[config.mk]
export PLATFORM = sky130hd
export DESIGN_NAME = ifq_unit
export DESIGN_NICKNAME = d
export VERILOG_FILES = /design/src/rtl/ifq_pkg.sv /design/src/rtl/ifq_addr_gen.sv /design/src/rtl/ifq_byte_queue.sv /design/src/rtl/ifq_fetch_ctrl.sv /design/src/rtl/ifq_unit.sv
export SDC_FILE = /design/constraint.sdc
export NUM_CORES = 1
export LEC_CHECK = 0
export BUFFER_PORTS_ARGS = -buffer_cell sky130_fd_sc_hd__buf_2
export CAP_MARGIN = 10
export CORE_ASPECT_RATIO = 2
export CORE_MARGIN = 4
export CORE_UTILIZATION = 31
export CTS_CLUSTER_SIZE = 40
export DETAILED_ROUTE_END_ITERATION = 12
export HOLD_SLACK_MARGIN = 0.08
export PLACE_DENSITY = 0.57
export SYNTH_ARGS = -nofsm -noshare
export SYNTH_HDL_FRONTEND = slang
export SYNTH_HIERARCHICAL = 1
export SYNTH_SLANG_ARGS = --single-unit
[constraint.sdc]
create_clock -name clk -period 3.3 [get_ports clk]
set_clock_uncertainty 0.2 [all_clocks]
set_input_delay 0.33 -clock clk [delete_from_list [all_inputs] [get_ports clk]]
set_output_delay 0.33 -clock clk [all_outputs]
set_load 0.01 [all_outputs]
[src/rtl/ifq_pkg.sv]
// Shared types for the instruction prefetch queue.
// Assumes byte-addressed memory read as 16-bit little-endian words.
package ifq_pkg;
    timeunit 1ns;
    timeprecision 1ps;

    // number of byte lanes in one bus word
    localparam int unsigned IFQ_LANES  = 2;
    // width of one bus word
    localparam int unsigned IFQ_WORD_W = 8 * IFQ_LANES;

    typedef logic [7:0] ifq_byte_t;

    // fetch controller: no request open, or waiting for acknowledge
    typedef enum logic {
        FS_IDLE = 1'b0,
        FS_WAIT = 1'b1
    } ifq_fstate_e;
endpackage

[src/rtl/ifq_addr_gen.sv]
// Physical address former: segment shifted left by SEG_SHIFT plus offset,
// truncated to ADDR_W bits (wraps modulo 2^ADDR_W).
// Assumes SEG_W + SEG_SHIFT <= ADDR_W and OFF_W <= ADDR_W.
module ifq_addr_gen #(
    parameter int unsigned ADDR_W    = 20,
    parameter int unsigned SEG_W     = 16,
    parameter int unsigned OFF_W     = 16,
    parameter int unsigned SEG_SHIFT = 4
) (
    input  logic [SEG_W-1:0]  seg,
    input  logic [OFF_W-1:0]  off,
    output logic [ADDR_W-1:0] phys
);
    timeunit 1ns;
    timeprecision 1ps;

    localparam int unsigned SEG_PAD = ADDR_W - SEG_W - SEG_SHIFT;
    localparam int unsigned OFF_PAD = ADDR_W - OFF_W;

    logic [ADDR_W-1:0] seg_base;
    logic [ADDR_W-1:0] off_ext;

    // widen the segment into a base address and the offset to full width
    generate
        if (SEG_PAD > 0) begin : g_seg_pad
            assign seg_base = {{SEG_PAD{1'b0}}, seg, {SEG_SHIFT{1'b0}}};
        end else begin : g_seg_nopad
            assign seg_base = {seg, {SEG_SHIFT{1'b0}}};
        end
        if (OFF_PAD > 0) begin : g_off_pad
            assign off_ext = {{OFF_PAD{1'b0}}, off};
        end else begin : g_off_nopad
            assign off_ext = off;
        end
    endgenerate

    // sum wraps naturally at ADDR_W bits
    always_comb begin
        phys = seg_base + off_ext;
    end
endmodule

[src/rtl/ifq_byte_queue.sv]
// Circular byte queue of DEPTH entries. Accepts zero, one or two bytes per
// cycle and releases one byte per cycle; push and pop may coincide.
// Flush empties it and takes priority. Assumes the producer never pushes
// more bytes than free_slots plus the byte popped in the same cycle.
module ifq_byte_queue
    import ifq_pkg::*;
#(
    parameter int unsigned DEPTH = 6
) (
    input  logic                       clk,
    input  logic                       rst_n,
    input  logic                       flush,
    input  logic [1:0]                 push_cnt,
    input  ifq_byte_t                  push_b0,
    input  ifq_byte_t                  push_b1,
    input  logic                       pop_req,
    output logic                       pop_valid,
    output ifq_byte_t                  pop_byte,
    output logic [$clog2(DEPTH+1)-1:0] free_slots
);
    timeunit 1ns;
    timeprecision 1ps;

    localparam int unsigned PTR_W = $clog2(DEPTH);
    localparam int unsigned CNT_W = $clog2(DEPTH + 1);

    ifq_byte_t        slot_q [DEPTH];
    logic [PTR_W-1:0] rd_q;
    logic [PTR_W-1:0] wr_q;
    logic [PTR_W-1:0] wr_nx1;
    logic [PTR_W-1:0] wr_nx2;
    logic [CNT_W-1:0] count_q;
    logic             pop_fire;

    // advance a pointer by one, wrapping at DEPTH
    function automatic logic [PTR_W-1:0] bump(input logic [PTR_W-1:0] p);
        return (p == PTR_W'(DEPTH - 1)) ? '0 : p + 1'b1;
    endfunction

    // derive pointer neighbours and handshake terms
    always_comb begin
        wr_nx1     = bump(wr_q);
        wr_nx2     = bump(wr_nx1);
        pop_valid  = (count_q != '0);
        pop_fire   = pop_req && pop_valid;
        pop_byte   = slot_q[rd_q];
        free_slots = CNT_W'(DEPTH) - count_q;
    end

    // write incoming bytes into their slots
    always_ff @(posedge clk) begin
        for (int i = 0; i < DEPTH; i++) begin
            if (!flush && push_cnt != 2'd0 && wr_q == PTR_W'(i)) begin
                slot_q[i] <= push_b0;
            end else if (!flush && push_cnt == 2'd2 && wr_nx1 == PTR_W'(i)) begin
                slot_q[i] <= push_b1;
            end
        end
    end

    // maintain read/write pointers and occupancy
    always_ff @(posedge clk) begin
        if (!rst_n || flush) begin
            rd_q    <= '0;
            wr_q    <= '0;
            count_q <= '0;
        end else begin
            if (pop_fire) begin
                rd_q <= bump(rd_q);
            end
            case (push_cnt)
                2'd1:    wr_q <= wr_nx1;
                2'd2:    wr_q <= wr_nx2;
                default: wr_q <= wr_q;
            endcase
            count_q <= count_q + CNT_W'(push_cnt) - CNT_W'(pop_fire);
        end
    end

    // occupancy never passes the queue size
    p_no_overflow_r4: assert property (@(posedge clk) disable iff (!rst_n)
        count_q <= CNT_W'(DEPTH));

    // the producer only pushes what fits
    p_push_fits_r4: assert property (@(posedge clk) disable iff (!rst_n)
        (push_cnt != 2'd0 && !flush) |->
            ({1'b0, free_slots} + (CNT_W+1)'(pop_fire)) >= (CNT_W+1)'(push_cnt));
endmodule

[src/rtl/ifq_fetch_ctrl.sv]
// Fetch controller: holds segment and offset, opens one aligned word read
// at a time when the queue has room for a full word, steers the useful
// byte lanes into the queue and discards words made stale by a redirect.
// Assumes the memory holds request data valid only in the acknowledge cycle.
module ifq_fetch_ctrl
    import ifq_pkg::*;
#(
    parameter int unsigned    ADDR_W    = 20,
    parameter int unsigned    SEG_W     = 16,
    parameter int unsigned    OFF_W     = 16,
    parameter int unsigned    SEG_SHIFT = 4,
    parameter int unsigned    QDEPTH    = 6,
    parameter logic [SEG_W-1:0] RESET_SEG = '1,
    parameter logic [OFF_W-1:0] RESET_OFF = '0
) (
    input  logic                        clk,
    input  logic                        rst_n,
    input  logic                        redir_valid,
    input  logic [SEG_W-1:0]            redir_seg,
    input  logic [OFF_W-1:0]            redir_off,
    input  logic [$clog2(QDEPTH+1)-1:0] free_slots,
    output logic                        mem_req,
    output logic [ADDR_W-1:0]           mem_addr,
    input  logic                        mem_ack,
    input  logic [IFQ_WORD_W-1:0]       mem_rdata,
    output logic [1:0]                  push_cnt,
    output ifq_byte_t                   push_b0,
    output ifq_byte_t                   push_b1
);
    timeunit 1ns;
    timeprecision 1ps;

    localparam int unsigned CNT_W = $clog2(QDEPTH + 1);

    ifq_fstate_e       state_q;
    logic [SEG_W-1:0]  seg_q;
    logic [OFF_W-1:0]  off_q;
    logic [ADDR_W-1:0] addr_q;
    logic              odd_q;
    logic              drop_q;
    logic [ADDR_W-1:0] fetch_phys;
    logic              issue;
    logic              deliver;
    ifq_byte_t         lane [IFQ_LANES];

    ifq_addr_gen #(
        .ADDR_W    (ADDR_W),
        .SEG_W     (SEG_W),
        .OFF_W     (OFF_W),
        .SEG_SHIFT (SEG_SHIFT)
    ) u_agen (
        .seg  (seg_q),
        .off  (off_q),
        .phys (fetch_phys)
    );

    // split the returned word into byte lanes
    generate
        for (genvar g = 0; g < IFQ_LANES; g++) begin : g_lane
            assign lane[g] = mem_rdata[8*g +: 8];
        end
    endgenerate

    // decide when to open a request and when returned data is kept
    always_comb begin
        issue   = (state_q == FS_IDLE) && !redir_valid
                  && (free_slots >= CNT_W'(IFQ_LANES));
        deliver = (state_q == FS_WAIT) && mem_ack && !drop_q && !redir_valid;
        mem_req  = (state_q == FS_WAIT);
        mem_addr = addr_q;
    end

    // select the bytes handed to the queue
    always_comb begin
        push_cnt = 2'd0;
        push_b0  = lane[0];
        push_b1  = lane[1];
        if (deliver) begin
            if (odd_q) begin
                push_cnt = 2'd1;
                push_b0  = lane[1];
            end else begin
                push_cnt = 2'd2;
            end
        end
    end

    // track the fetch location: redirect loads it, a kept word advances it
    always_ff @(posedge clk) begin
        if (!rst_n) begin
            seg_q <= RESET_SEG;
            off_q <= RESET_OFF;
        end else if (redir_valid) begin
            seg_q <= redir_seg;
            off_q <= redir_off;
        end else if (deliver) begin
            off_q <= off_q + (odd_q ? OFF_W'(1) : OFF_W'(2));
        end
    end

    // request state machine with stale-data marker
    always_ff @(posedge clk) begin
        if (!rst_n) begin
            state_q <= FS_IDLE;
            addr_q  <= '0;
            odd_q   <= 1'b0;
            drop_q  <= 1'b0;
        end else begin
            case (state_q)
                FS_IDLE: begin
                    if (issue) begin
                        state_q <= FS_WAIT;
                        addr_q  <= {fetch_phys[ADDR_W-1:1], 1'b0};
                        odd_q   <= fetch_phys[0];
                        drop_q  <= 1'b0;
                    end
                end
                FS_WAIT: begin
                    if (mem_ack) begin
                        state_q <= FS_IDLE;
                        drop_q  <= 1'b0;
                    end else if (redir_valid) begin
                        drop_q  <= 1'b1;
                    end
                end
                default: state_q <= FS_IDLE;
            endcase
        end
    end

    // an open request holds its address until acknowledged
    p_req_hold_r3: assert property (@(posedge clk) disable iff (!rst_n)
        (mem_req && !mem_ack) |=> (mem_req && $stable(mem_addr)));

    // a request closes once acknowledged (one outstanding)
    p_one_open_r3: assert property (@(posedge clk) disable iff (!rst_n)
        (mem_req && mem_ack) |=> !mem_req);

    // every request names an aligned word
    p_even_addr_r2: assert property (@(posedge clk) disable iff (!rst_n)
        mem_req |-> !mem_addr[0]);

    // a request only opens when a whole word fits
    p_room_r4: assert property (@(posedge clk) disable iff (!rst_n)
        $rose(mem_req) |-> ($past(free_slots) >= CNT_W'(IFQ_LANES)));
endmodule

[src/rtl/ifq_unit.sv]
// Instruction prefetch queue unit: ties the fetch controller to the byte
// queue and exposes the memory request port and the execution pop port.
// Assumes a single requester on the memory port and a 16-bit data path.
module ifq_unit
    import ifq_pkg::*;
#(
    parameter int unsigned    ADDR_W    = 20,
    parameter int unsigned    SEG_W     = 16,
    parameter int unsigned    OFF_W     = 16,
    parameter int unsigned    SEG_SHIFT = 4,
    parameter int unsigned    QDEPTH    = 6,
    parameter logic [SEG_W-1:0] RESET_SEG = 16'hFFFF,
    parameter logic [OFF_W-1:0] RESET_OFF = 16'h0000
) (
    input  logic              clk,
    input  logic              rst_n,
    input  logic              redir_valid,
    input  logic [SEG_W-1:0]  redir_seg,
    input  logic [OFF_W-1:0]  redir_off,
    output logic              mem_req,
    output logic [ADDR_W-1:0] mem_addr,
    input  logic              mem_ack,
    input  logic [15:0]       mem_rdata,
    output logic              pop_valid,
    output logic [7:0]        pop_byte,
    input  logic              pop_ready
);
    timeunit 1ns;
    timeprecision 1ps;

    localparam int unsigned CNT_W = $clog2(QDEPTH + 1);

    logic [CNT_W-1:0] free_slots;
    logic [1:0]       push_cnt;
    ifq_byte_t        push_b0;
    ifq_byte_t        push_b1;

    ifq_fetch_ctrl #(
        .ADDR_W    (ADDR_W),
        .SEG_W     (SEG_W),
        .OFF_W     (OFF_W),
        .SEG_SHIFT (SEG_SHIFT),
        .QDEPTH    (QDEPTH),
        .RESET_SEG (RESET_SEG),
        .RESET_OFF (RESET_OFF)
    ) u_ctrl (
        .clk         (clk),
        .rst_n       (rst_n),
        .redir_valid (redir_valid),
        .redir_seg   (redir_seg),
        .redir_off   (redir_off),
        .free_slots  (free_slots),
        .mem_req     (mem_req),
        .mem_addr    (mem_addr),
        .mem_ack     (mem_ack),
        .mem_rdata   (mem_rdata),
        .push_cnt    (push_cnt),
        .push_b0     (push_b0),
        .push_b1     (push_b1)
    );

    ifq_byte_queue #(
        .DEPTH (QDEPTH)
    ) u_queue (
        .clk        (clk),
        .rst_n      (rst_n),
        .flush      (redir_valid),
        .push_cnt   (push_cnt),
        .push_b0    (push_b0),
        .push_b1    (push_b1),
        .pop_req    (pop_ready),
        .pop_valid  (pop_valid),
        .pop_byte   (pop_byte),
        .free_slots (free_slots)
    );

    // the cycle after a redirect the pop port is empty
    p_flush_empty_r8: assert property (@(posedge clk) disable iff (!rst_n)
        redir_valid |=> !pop_valid);

    // no bytes are pushed while a redirect is taking effect
    p_stale_drop_r9: assert property (@(posedge clk) disable iff (!rst_n)
        (redir_valid && mem_ack) |-> (push_cnt == 2'd0));
endmodule

==> results.toml <==
[sta]
worstMarginPinSlew_ns = 0.7746
rsz0062_at_grt = "no"
slew_viol_final = 0
fmax_ghz = 0.3312
timing.setup.tns_ns = 0
final.period_utilization_pct = 91.49
worst_slack_ns = 0.2809
slew_headroom_pct = 48.29
hold_viol = 0
setup_viol = 0
post-route-min-period_ns = 3.019

[finish]
drive_above_1_share_pct = 30.52
syn_to_final_growth_pct = 23.97
post-route-util_pct = 39.12
n_fill_cell = 2048
finalNetCount = 788
num_antenna_cells = 0

[cts]
clk_path_buf_depth = 2
cts_made_buffers = 17
tritoncts = "yes"
clock_latency_ns = 0.42
htreeDepth = 4
clk_pin_slew_ns = 0.06
cts_sinks = 114
cts-root-buf = "clkbuf_16"

[min_path]
hp-class = "input port to flip-flop"
hp-start = "redir_off[1]"

[critical_path]
crit_start = "mem_ack"
critPathMaxFanout = 9
crit_type = "input port to flip-flop"
critPathLaunchType = "input port"
crit_buf_inv = 4
crit_family = "buffers and inverters"
required_ns = 3.21
cp_slowest_stage_delay_ns = 0.54
crit_chain = "dlygate4sd3_1 -> buf_2 -> nand3b_2 -> buf_4 -> nor3_1 -> ha_1 -> and2b_1 -> nand3_1 -> o21ai_0 -> buf_4"
cp.arrival_ns = 2.93
regToRegStartpoint = "u_ctrl/drop_q"
cpMostUsedCell = "buf_4"
cp_slowest_cell = "dlygate4sd3_1"
endpoint_kind = "flip-flop"

[global_route]
top_usage_layer = "met2"
antenna_found_initial = 0
grt_pass1_vias = 5092
gr-usage-met2_pct = 29.57
use_met1_pct = 14.83
grt_remaining_overflow = 0
track_usage_pct = 15.27
grt_pass1_wl_microns = 27000
grt.met3_usage_pct = 2.765
grt_max_degree = 36

[floorplanning]
start_util_pct = 31.56
die_height_microns = 212.1
coreArea_sq_mm = 0.02046
fp-row-count = 74
ioPinCount = 83
die_area_sq_mm = 0.02334
die_w_microns = 110.1

[routing]
route.antenna.remaining_nets = 0
drc = 0
vias = 4871
drt_iter0_markers = 102
wl_per_cell_microns = 17.02
wl_microns = 16850
first_pass_iters = 4
viasPerCell = 4.920

[yosys]
post_synth.cell_area_avg_sq_um = 10.66
yosys_warnings = 6
synth_nets = 683
synthCells = 606
syn_area_sq_mm = 0.006457

[place]
place_congestion = 0.7987
place_worst_setup_slack_ns = 0.3737
dp_hpwl_microns = 12540
portBuffers = 81

[run]
max-cap-violations = 0

[power]
p_total_mw = 4.053
irDropWorstVdd_mv = 0.2894
power.density_mw_per_mm2 = 506.3
p_leak_nw = 3.150

[outcome]
status = "finished clean"
## worst register-to-register path, delay by kind of cell, from the launching register on
kind / cells / cell delay, ns
compound gates: 1 / 0.23
flops: 1 / 0.32
simple gates: 4 / 1.06
buf+inv: 2 / 0.40
fa+ha+maj: 1 / 0.32
## worst paths after layout
kind,end,cells after the start,slack [ns]
max,u_queue/slot_q[1][4],10,0.28
min,u_ctrl/off_q[1],4,0.09
max reg2reg,u_queue/slot_q[1][4],8,0.47
min reg2reg,u_ctrl/mem_addr[1],2,0.26
## per-layer routing
| metal | wire length (microns) | share of wire [%] | vias to the layer above |
|---|---|---|---|
| met5 | 0 | 0 | - |
| met4 | 607 | 3.6 | 0 |
| met3 | 569 | 3.4 | 33 |
| met2 | 9550 | 57 | 103 |
| met1 | 6119 | 36 | 2326 |
| li1 | - | - | 2409 |
## where the power goes
| part | internal (mW) | switching, mW |
|---|---|---|
| Combinational | 0.266 | 0.309 |
| Sequential | 1.53 | 0.0498 |
| Clock | 1.19 | 0.712 |
## per-stage QoR
| stage | hold slack, ns | cells | cell area (sq um) |
|---|---|---|---|
| final | 0.09441 | 990 | 8005 |
| after global routing | 0.1248 | 990 | 8005 |
| after CTS | 0.1109 | 990 | 8000 |
| after detailed placement | 0.2546 | 925 | 7059 |
| after global placement | 0.2488 | 925 | 7059 |
| after floorplan | 0.2484 | 606 | 6457 |
## state kept, by name, indices dropped and copies added, names as in the netlist, named ones only
| register | cells |
|---|---|
| u_queue/slot_q | 48 |
| u_queue/rd_q | 3 |
| u_ctrl/mem_addr | 19 |
| u_ctrl/seg_q | 16 |
| u_ctrl/drop_q | 1 |
| u_queue/count_q | 3 |
| u_queue/wr_q | 3 |
| u_ctrl/mem_req | 1 |
| u_ctrl/odd_q | 1 |
| u_ctrl/off_q | 16 |
## cell type report
| cell class | count | area (sq um) | share of cell area [%] |
|---|---|---|---|
| timing repair buffer | 127 | 833.3 | 10.41 |
| clock buffer | 19 | 464.2 | 5.799 |
| multi-input combinational | 432 | 3395 | 42.40 |
| tap | 266 | 332.8 | 4.158 |
| sequential | 114 | 2763 | 34.51 |
| clock inverter | 13 | 146.4 | 1.829 |
| inverter | 19 | 71.32 | 0.8909 |
## repair_timing
| action | in CTS | in global routing |
|---|---|---|
| resized for setup | 0 | 1 |
| setup endpoints to repair | 0 | 8 |
| buffers inserted | 0 | 0 |
| hold buffers | 33 | 0 |
| hold endpoints to repair | 39 | 0 |
## cell usage in the layout, fill, tap and decap left out, types with 4 or more instances in the layout
cell type and n:
a21boi_0 22, a21o_1 6, a21oi_1 28, a31oi_1 4, and2_1 4, and3_1 5
buf_2 81, buf_4 13, clkbuf_16 18, clkinv_4 4, dfxtp_1 66, dlygate4sd3_1 33
edfxtp_1 48, ha_1 21, inv_1 19, inv_6 4, mux2_2 65, mux2_4 8
mux2i_1 20, mux4_2 8, nand2_1 82, nand2b_1 5, nand3_1 10, nand4_1 7
nor2_1 15, nor2b_1 7, nor3_1 9, o21ai_0 24, o31ai_1 4, or3_1 6
xnor2_1 14, xor2_1 7
Note: power is estimated with default switching activity, not from simulation.
